File: src/rtl/ivm_pkg.sv
package ivm_pkg;

    typedef enum logic {
        ARM_IDLE   = 1'b0,
        ARM_TIMING = 1'b1
    } arm_e;

    typedef struct packed {
        logic        vld;
        logic [31:0] val;
    } sample_t;

    function automatic logic [31:0] sat_inc(input logic [31:0] v, input logic [31:0] top);
        return (v >= top) ? top : v + 32'd1;
    endfunction

endpackage

File: src/rtl/ivm_timer.sv
module ivm_timer #(
    parameter int CNT_W = 16
) (
    input  logic             clk,
    input  logic             rst,
    input  logic             clr,
    input  logic             tick,
    input  logic             evt,
    output logic [CNT_W-1:0] elapsed,
    output logic             smp_vld
);
    import ivm_pkg::*;

    localparam logic [31:0] TOP = 32'((64'd1 << CNT_W) - 64'd1);

    arm_e        arm_q;
    logic [31:0] nxt;

    assign smp_vld = evt && !clr && (arm_q == ARM_TIMING);

    always_comb begin
        nxt = sat_inc(32'(elapsed), TOP);
    end

    always_ff @(posedge clk) begin
        if (rst || clr) begin
            arm_q   <= ARM_IDLE;
            elapsed <= '0;
        end else if (evt) begin
            arm_q   <= ARM_TIMING;
            elapsed <= tick ? CNT_W'(1) : '0;
        end else if (tick) begin
            elapsed <= nxt[CNT_W-1:0];
        end
    end

    assert_timer_sat_R8: assert property (@(posedge clk) disable iff (rst)
        (elapsed == TOP[CNT_W-1:0] && !evt && !clr) |=> (elapsed == TOP[CNT_W-1:0]));

    assert_timer_idle_R10: assert property (@(posedge clk) disable iff (rst)
        (!tick && !evt && !clr) |=> $stable(elapsed));

endmodule

File: src/rtl/ivm_peak.sv
module ivm_peak #(
    parameter int CNT_W = 16
) (
    input  logic             clk,
    input  logic             rst,
    input  logic             clr,
    input  logic             smp_vld,
    input  logic [CNT_W-1:0] smp_val,
    output logic [CNT_W-1:0] cur,
    output logic [CNT_W-1:0] peak
);
    always_ff @(posedge clk) begin
        if (rst || clr) begin
            cur  <= '0;
            peak <= '0;
        end else if (smp_vld) begin
            cur <= smp_val;
            if (smp_val > peak) peak <= smp_val;
        end
    end

    assert_peak_ge_cur_R4: assert property (@(posedge clk) disable iff (rst)
        peak >= cur);

    assert_peak_monotonic_R4: assert property (@(posedge clk) disable iff (rst)
        !clr |=> peak >= $past(peak));

    assert_cur_hold_R3: assert property (@(posedge clk) disable iff (rst)
        (!smp_vld && !clr) |=> $stable(cur));

endmodule

File: src/rtl/ivm_bin.sv
module ivm_bin #(
    parameter int CNT_W = 16,
    parameter int EVT_W = 16,
    parameter int LIMIT = 400
) (
    input  logic             clk,
    input  logic             rst,
    input  logic             clr,
    input  logic             smp_vld,
    input  logic [CNT_W-1:0] smp_val,
    output logic [EVT_W-1:0] count
);
    import ivm_pkg::*;

    localparam logic [31:0] LIM32 = 32'(LIMIT);
    localparam logic [31:0] TOP   = 32'((64'd1 << EVT_W) - 64'd1);

    logic        over;
    logic [31:0] nxt;

    always_comb begin
        over = smp_vld && (32'(smp_val) > LIM32);
        nxt  = sat_inc(32'(count), TOP);
    end

    always_ff @(posedge clk) begin
        if (rst || clr) count <= '0;
        else if (over)  count <= nxt[EVT_W-1:0];
    end

    assert_bin_no_wrap_R7: assert property (@(posedge clk) disable iff (rst)
        (!clr && count == TOP[EVT_W-1:0]) |=> (count == TOP[EVT_W-1:0]));

endmodule

File: src/rtl/ivm_monitor.sv
module ivm_monitor #(
    parameter int CNT_W    = 16,
    parameter int EVT_W    = 16,
    parameter int LO_LIMIT = 400,
    parameter int HI_LIMIT = 1000
) (
    input  logic             clk,
    input  logic             rst,
    input  logic             tick_us,
    input  logic             irq_evt,
    input  logic             clr,
    output logic [CNT_W-1:0] cur_interval,
    output logic [CNT_W-1:0] max_interval,
    output logic [EVT_W-1:0] over_lo_cnt,
    output logic [EVT_W-1:0] over_hi_cnt
);
    localparam int NBIN = 2;

    logic [CNT_W-1:0] elapsed;
    logic             smp_vld;
    logic [EVT_W-1:0] bin_cnt [NBIN];

    ivm_timer #(.CNT_W(CNT_W)) u_timer (
        .clk(clk), .rst(rst), .clr(clr), .tick(tick_us), .evt(irq_evt),
        .elapsed(elapsed), .smp_vld(smp_vld)
    );

    ivm_peak #(.CNT_W(CNT_W)) u_peak (
        .clk(clk), .rst(rst), .clr(clr), .smp_vld(smp_vld), .smp_val(elapsed),
        .cur(cur_interval), .peak(max_interval)
    );

    for (genvar g = 0; g < NBIN; g++) begin : g_bin
        localparam int LIM = (g == 0) ? LO_LIMIT : HI_LIMIT;
        ivm_bin #(.CNT_W(CNT_W), .EVT_W(EVT_W), .LIMIT(LIM)) u_bin (
            .clk(clk), .rst(rst), .clr(clr), .smp_vld(smp_vld), .smp_val(elapsed),
            .count(bin_cnt[g])
        );
    end

    assign over_lo_cnt = bin_cnt[0];
    assign over_hi_cnt = bin_cnt[1];

    assert_lo_covers_hi_R6: assert property (@(posedge clk) disable iff (rst)
        over_lo_cnt >= over_hi_cnt);

    assert_clear_zero_R9: assert property (@(posedge clk) disable iff (rst)
        clr |=> (cur_interval == '0 && max_interval == '0 &&
                 over_lo_cnt == '0 && over_hi_cnt == '0));

    assert_first_silent_R2: assert property (@(posedge clk) disable iff (rst)
        (irq_evt && !smp_vld) |=> ($stable(over_lo_cnt) && $stable(over_hi_cnt) &&
                                   $stable(max_interval) || $past(clr)));

endmodule

File: config.mk
export PLATFORM = sky130hd
export DESIGN_NAME = ivm_monitor
export DESIGN_NICKNAME = d
export VERILOG_FILES = /design/src/rtl/ivm_pkg.sv /design/src/rtl/ivm_timer.sv /design/src/rtl/ivm_peak.sv /design/src/rtl/ivm_bin.sv /design/src/rtl/ivm_monitor.sv
export SDC_FILE = /design/constraint.sdc
export NUM_CORES = 1
export LEC_CHECK = 0
export CAP_MARGIN = 15
export CORE_ASPECT_RATIO = 0.6
export CORE_MARGIN = 3
export CORE_UTILIZATION = 25
export CTS_CLUSTER_DIAMETER = 200
export DETAILED_ROUTE_END_ITERATION = 8
export GPL_ROUTABILITY_DRIVEN = 0
export SETUP_SLACK_MARGIN = 0.2
export SYNTH_ARGS = -nofsm -noshare
export SYNTH_HDL_FRONTEND = slang
export SYNTH_SLANG_ARGS = --single-unit
File: constraint.sdc
create_clock -name clk -period 2.9 [get_ports clk]
set_clock_uncertainty 0.15 [all_clocks]
set_input_delay 0.58 -clock clk [delete_from_list [all_inputs] [get_ports clk]]
set_output_delay 0.58 -clock clk [all_outputs]
set_load 0.05 [all_outputs]
==> results.sh, run 1 <==
export IMPL_status="completed"
export IMPL_synth_compound_area_share_pct=18.9
export IMPL_cp_required_ps=2980
export IMPL_slew_viol_final=0
export IMPL_synth_adder_area_share_pct=5.87
export IMPL_synthCells=524
export IMPL_drtIter0Drc=301
export IMPL_synth_edff_count=0
export IMPL_rr_worst_depth=7
export IMPL_vdd_drop_max_mv=0.250
export IMPL_hold_depth=2
export IMPL_antenna_cells=0
export IMPL_ys_ff_latch=81
export IMPL_tightest_slew_ps=581
export IMPL_cts_sinks=81
export IMPL_r2r_slack_ps=320
export IMPL_postSynthAreaPerCell_um2=8.14
export IMPL_fin_area_um2=5510
export IMPL_dp_hpwl_um=9400
export IMPL_crit_type="reg2reg"
export IMPL_cts_hold_buf=0
export IMPL_pin_count=69
export IMPL_synth_simple_area_share_pct=26.8
export IMPL_drive_gt1_share_pct=8.89
export IMPL_clockBufferDepth=2
export IMPL_final_core_util_pct=33.4
export IMPL_critPathLaunchType="flop"
export IMPL_max_cap_violations=0
export IMPL_cts_setup_buffers=0
export IMPL_vias=4118
export IMPL_critPathMaxStageDelay_ps=550
export IMPL_cts_tree="built"
export IMPL_synth_area_leaders="dfxtp_1, nand2_1, ha_1"
export IMPL_hold_class="reg2reg"
export IMPL_drc=0
export IMPL_grt_overflow=0
export IMPL_synth_cell_types=68
export IMPL_min_period_ps=2580
export IMPL_clock_latency_ps=340
export IMPL_crit_cells=7
export IMPL_area_growth_pct=29.2
export IMPL_wirelength_um=12800
export IMPL_synth_ff_type="dfxtp_1"
export IMPL_dr_pass1_iters=5
export IMPL_viasPerCell=5.00
export IMPL_core_um2=16500
export IMPL_grt_util_all_layers_pct=14.0
export IMPL_synth_top_family_by_area="simple AND/OR/NAND/NOR gates"
export IMPL_synthMuxAreaShare_pct=4.46
export IMPL_yosys_warnings=0
export IMPL_cellLeakagePower_nw=1.77
export IMPL_timing_final_crit_share_pct=88.9
export IMPL_max_freq_mhz=388
export IMPL_dp_cells=809
export IMPL_critPathMaxFanout=17
export IMPL_die_h_um=107
export IMPL_drtAntennaViolNets=0
export IMPL_antenna_found_initial=0
export IMPL_yosysTopAreaCell="dfxtp_1"
export IMPL_numCtsBuffers=9
export IMPL_cts_htree_levels=3
export IMPL_finalSetupTns_ps=0
export IMPL_initial_core_util_pct=25.9
export IMPL_crit_family="compound AO/OA/AOI/OAI gates"
export IMPL_instances_no_fill=824
export IMPL_clkTransAtPathRegs_ps=60
export IMPL_async_flop_share_pct=0
export IMPL_path_buf_inv=1
export IMPL_row_count=36
export IMPL_finalSetupViolations=0
export IMPL_grt_pass1_vias=3810
export IMPL_port_buffer_count=68
export IMPL_ys_seq_area_share_pct=38.0
export IMPL_grt_first_pass_wirelength_um=21100
export IMPL_dpl_cell_area_um2=5220
export IMPL_power_density_nw_per_um2=418
export IMPL_synth_area_um2=4270
export IMPL_crit_slowest_cell="a311o_2"
export IMPL_critical_path_arrival_ps=2650
export IMPL_rsz0062_at_grt="no"
export IMPL_netlist_area_leader_share_pct=38.0
export IMPL_syn_num_nets=549
export IMPL_die_w_um=175
export IMPL_dieArea_um2=18700
export IMPL_routedWlPerCell_um=15.6
export IMPL_synthXorXnorAreaFrac_pct=0
export IMPL_whs_ps=307
export IMPL_fin_nets=617
export IMPL_finalHoldViolations=0
export IMPL_max_slew_margin_pct=61.1
export IMPL_end_kind="flop"
export IMPL_cts_root_buf="clkbuf_16"
export IMPL_grt_max_degree=43
export IMPL_crit_chain="inv_1 > ha_1 > or3b_1 > a211o_1 > a311o_2 > a41o_1 > and3_1"
## power by group
| group | switching [mW] | internal, mW | leakage [nW] | total (mW) |
|---|---|---|---|---|
| Clock | 0.466 | 0.663 | 0.142 | 1.13 |
| Sequential | 0.00194 | 1.11 | 0.652 | 1.12 |
| Combinational | 0.0429 | 0.0186 | 0.980 | 0.0614 |
## what timing repair did
action / 4_1_cts / 5_1_grt
gates resized for setup: 0 / 1
endpoints found under the setup margin: 0 / 8
endpoints found under the hold margin: 0 / 0
## layout by cell type, fill, tap and decap left out, types with 18 or more instances in the layout
cell type / instances
ha_1: 20
nor3_1: 18
dfxtp_1: 81
buf_4: 19
mux2i_1: 19
nand2_1: 88
inv_1: 26
nand3_1: 22
clkdlybuf4s50_1: 68
nor2_1: 30
a21oi_1: 42
## path summary, 6_finish.rpt
check                                        start                       end
worst max-delay path            u_timer.elapsed[0]  g_bin[0].u_bin.count[15]
worst min-delay path                u_peak.cur[15]            u_peak.cur[15]
worst max register to register  u_timer.elapsed[0]  g_bin[0].u_bin.count[15]
worst min register to register      u_peak.cur[15]            u_peak.cur[15]
## logic make-up after synthesis
group,Yosys count
buf+inv,56
mux,19
fa+ha+maj,20
simple gates,226
flops,81
compound gates,122
## through the flow
stage / worst slack [ps] / power [mW]
after floorplan: 207 / 1.18
after global placement: 187 / 1.20
after detailed placement: 138 / 1.20
after CTS: 237 / 2.34
after global routing: 211 / 2.39
final: 323 / 2.31
## flip-flops by register name (all words and copies together) (netlist names)
register / flops
u_timer.elapsed: 16
u_timer.arm_q: 1
g_bin.u_bin.count: 32
u_peak.peak: 16
u_peak.cur: 16
## worst reg2reg max path: stages (launching register included)
cell,delay [ps]
dfxtp_1,380
inv_1,150
ha_1,160
or3b_1,340
a211o_1,320
a311o_2,550
a41o_1,280
and3_1,150
## synthesized netlist by cell type, types with 3 or more instances
cell,count
a31oi_1,12
a41oi_1,4
dfxtp_1,81
mux2i_1,19
buf_6,4
inv_1,26
and3_1,9
nor3_1,18
and4_1,9
nand3_1,22
o21ai_0,16
o31ai_1,3
a211oi_1,8
nor4_1,3
a311oi_1,7
clkbuf_1,19
nand2_1,88
o22ai_1,3
and2_1,6
nor2_1,31
a21oi_1,42
ha_1,20
buf_2,5
nand4_1,12
## per-layer routing
metal	GRT usage [%]	share of wire (%)	up-vias
met5	0	0	-
met1	22.6	56	1908
met2	17.5	36	150
met4	2.79	0.42	0
met3	4.21	7.9	8
li1	-	-	2052
## cell type report
| class | instances | area, um^2 |
|---|---|---|
| clock inverters | 5 | 57.6 |
| well taps | 228 | 285 |
| flip-flops and latches | 81 | 1620 |
| multi-input cells | 387 | 2400 |
| fillers | 1750 | 11000 |
| clock buffers | 10 | 229 |
| inverters | 26 | 97.6 |
| repair buffers | 87 | 823 |
Power figures use the tool's default switching activity.
==> run 2: changes to the inputs <==
REMOVE_ABC_BUFFERS = 1   (was not set)
SLEW_MARGIN = 20   (was not set)
==> run 2 against run 1 <==
  * Worst hold slack worse by 0.50 ps
  * Sequential share of layout area is 0.32 points lower
  * First-iteration DRC count is 33% higher
  * Largest power group is now sequential cells
  * Highest routed layer unchanged
==> results.sh, run 2 (same netlist as run 1, synthesis figures left out) <==
export IMPL_status="completed"
export IMPL_worstSetupStartpoint="u_timer.elapsed[0]"
export IMPL_drc=0
export IMPL_grt_overflow=0
export IMPL_dp_cells=816
export IMPL_area_growth_pct=30.6
export IMPL_path_buf_inv=1
export IMPL_dp_hpwl_um=9530
export IMPL_instances_no_fill=832
export IMPL_cts_tree="built"
export IMPL_final_core_util_pct=33.8
export IMPL_critPathLaunchType="flop"
export IMPL_row_count=36
export IMPL_vias=4181
export IMPL_clockBufferDepth=2
export IMPL_finalHoldViolations=0
export IMPL_cellLeakagePower_nw=1.80
export IMPL_cts_hold_buf=0
export IMPL_min_period_ps=2540
export IMPL_cts_root_buf="clkbuf_16"
export IMPL_die_w_um=175
export IMPL_power_density_nw_per_um2=398
export IMPL_fin_nets=624
export IMPL_crit_family="compound AO/OA/AOI/OAI gates"
export IMPL_crit_type="reg2reg"
export IMPL_crit_chain="inv_1 > ha_1 > or3b_1 > a211o_1 > a311o_1 > a41o_1 > and3_1"
export IMPL_viasPerCell=5.03
export IMPL_numCtsBuffers=9
export IMPL_critPathMaxFanout=15
export IMPL_grt_util_all_layers_pct=13.6
export IMPL_maxUsedRoutingLayer="met4"
export IMPL_pin_count=69
export IMPL_drtIter0Drc=401
export IMPL_antenna_found_initial=0
export IMPL_grt_max_degree=47
export IMPL_dr_pass1_iters=7
export IMPL_cts_setup_buffers=0
export IMPL_met2_length_um=4570
export IMPL_rr_worst_depth=7
export IMPL_drtAntennaViolNets=0
export IMPL_grt_first_pass_wirelength_um=20700
export IMPL_clkTransAtPathRegs_ps=60
export IMPL_port_buffer_count=68
export IMPL_end_kind="flop"
export IMPL_cp_required_ps=2970
export IMPL_finalSetupTns_ps=0
export IMPL_critical_path_arrival_ps=2610
export IMPL_routedWlPerCell_um=15.4
export IMPL_max_slew_margin_pct=53.9
export IMPL_r2r_slack_ps=360
export IMPL_dieArea_um2=18700
export IMPL_grt_pass1_vias=3742
export IMPL_dr_wl_met3_um=1150
export IMPL_cts_htree_levels=3
export IMPL_r2r_start="u_timer.elapsed[0]"
export IMPL_clock_latency_ps=330
export IMPL_initial_core_util_pct=25.9
export IMPL_drive_gt1_share_pct=9.93
export IMPL_critPathMaxStageDelay_ps=600
export IMPL_slew_viol_final=0
export IMPL_core_um2=16500
export IMPL_rsz0062_at_grt="no"
export IMPL_final_common_cell="nand2_1"
export IMPL_r2r_end="g_bin[0].u_bin.count[15]"
export IMPL_crit_cells=7
export IMPL_timing_final_crit_share_pct=87.6
export IMPL_hold_class="reg2reg"
export IMPL_top_register="g_bin.u_bin.count"
export IMPL_m1WireLength_um=7010
export IMPL_hp_start="u_peak.cur[9]"
export IMPL_largest_reg_flops=32
export IMPL_cp_endpoint="g_bin[0].u_bin.count[15]"
export IMPL_crit_slowest_cell="a311o_1"
export IMPL_cts_sinks=81
export IMPL_vdd_drop_max_mv=0.271
export IMPL_tightest_slew_ps=686
export IMPL_die_h_um=107
export IMPL_antenna_cells=0
export IMPL_power_total_mw=2.22
export IMPL_max_cap_violations=0
export IMPL_wirelength_um=12800
export IMPL_finalSetupViolations=0
export IMPL_final_cell_mix="nand2_1, dfxtp_1, clkdlybuf4s50_1"
export IMPL_max_freq_mhz=394
run 2: changes by cell type in the layout (fill, tap and decap cells not counted):
| cell | delta |
|---|---|
| buf_12 | +2 |
| a311o_2 | -1 |
| clkinvlp_4 | +3 |
| buf_4 | +5 |
| clkinv_4 | -2 |
| clkbuf_1 | +1 |
| bufinv_16 | -1 |
| nor4_2 | +1 |
| nor4_1 | -1 |
| a311o_1 | +1 |
run 2: worst min-delay path by stage:
stage	end	slack (ps)	cells past startpoint
after global placement	u_peak.cur[8]	290	2
after CTS	u_peak.cur[10]	310	2
final	u_peak.cur[9]	310	2
after detailed placement	u_peak.cur[10]	300	2
after floorplan	u_timer.arm_q	300	2
after global routing	u_peak.peak[13]	340	2
run 2: worst reg2reg max path, delay by kind of cell, from the launching register on:
family,cells,cell delay [ps]
AOI/OAI and AO/OA,3,1260
and+or+nand+nor,2,480
adders and majority gates,1,140
DFF,1,310
buffers and inverters,1,90
run 2: per-stage QoR:
stage | instance area, um^2 | hold WS, ps | setup WS [ps]
finish | 5570 | 307 | 359
global route | 5570 | 341 | 220
CTS | 5570 | 309 | 368
detailed placement | 5300 | 300 | 121
global placement | 5300 | 295 | 165
floorplan | 4110 | 303 | 94.1
run 2: cell type report:
| cell class | count | area [um^2] |
|---|---|---|
| clock buffer | 11 | 233 |
| clock inverter | 5 | 32.5 |
| fill | 1752 | 10900 |
| inverter | 26 | 97.6 |
| multi-input combinational | 387 | 2400 |
| sequential | 81 | 1620 |
| tap | 228 | 285 |
| timing repair buffer | 94 | 901 |
run 2: repair_timing:
action	4_1_cts	5_1_grt
hold endpoints to repair	0	0
resized for setup	0	1
endpoints found under the setup margin	0	15
run 2: power by group:
group	total, mW	switching, mW	internal (mW)
clock network	1.03	0.456	0.577
logic	0.0678	0.0456	0.0222
registers	1.11	0.000843	1.11
total	2.22	0.502	1.71
run 2: metal layers:
layer / vias to the layer above / track usage (%)
li1: 2065 / -
met1: 1943 / 22.7
met2: 167 / 16.5
met3: 6 / 3.93
met4: 0 / 2.22
met5: - / 0
==> run 3: changes to the inputs <==
CAP_MARGIN = not set   (was 15)
==> results of run 3 <==
Final layout, timing and power as in run 2 (identical DEF).
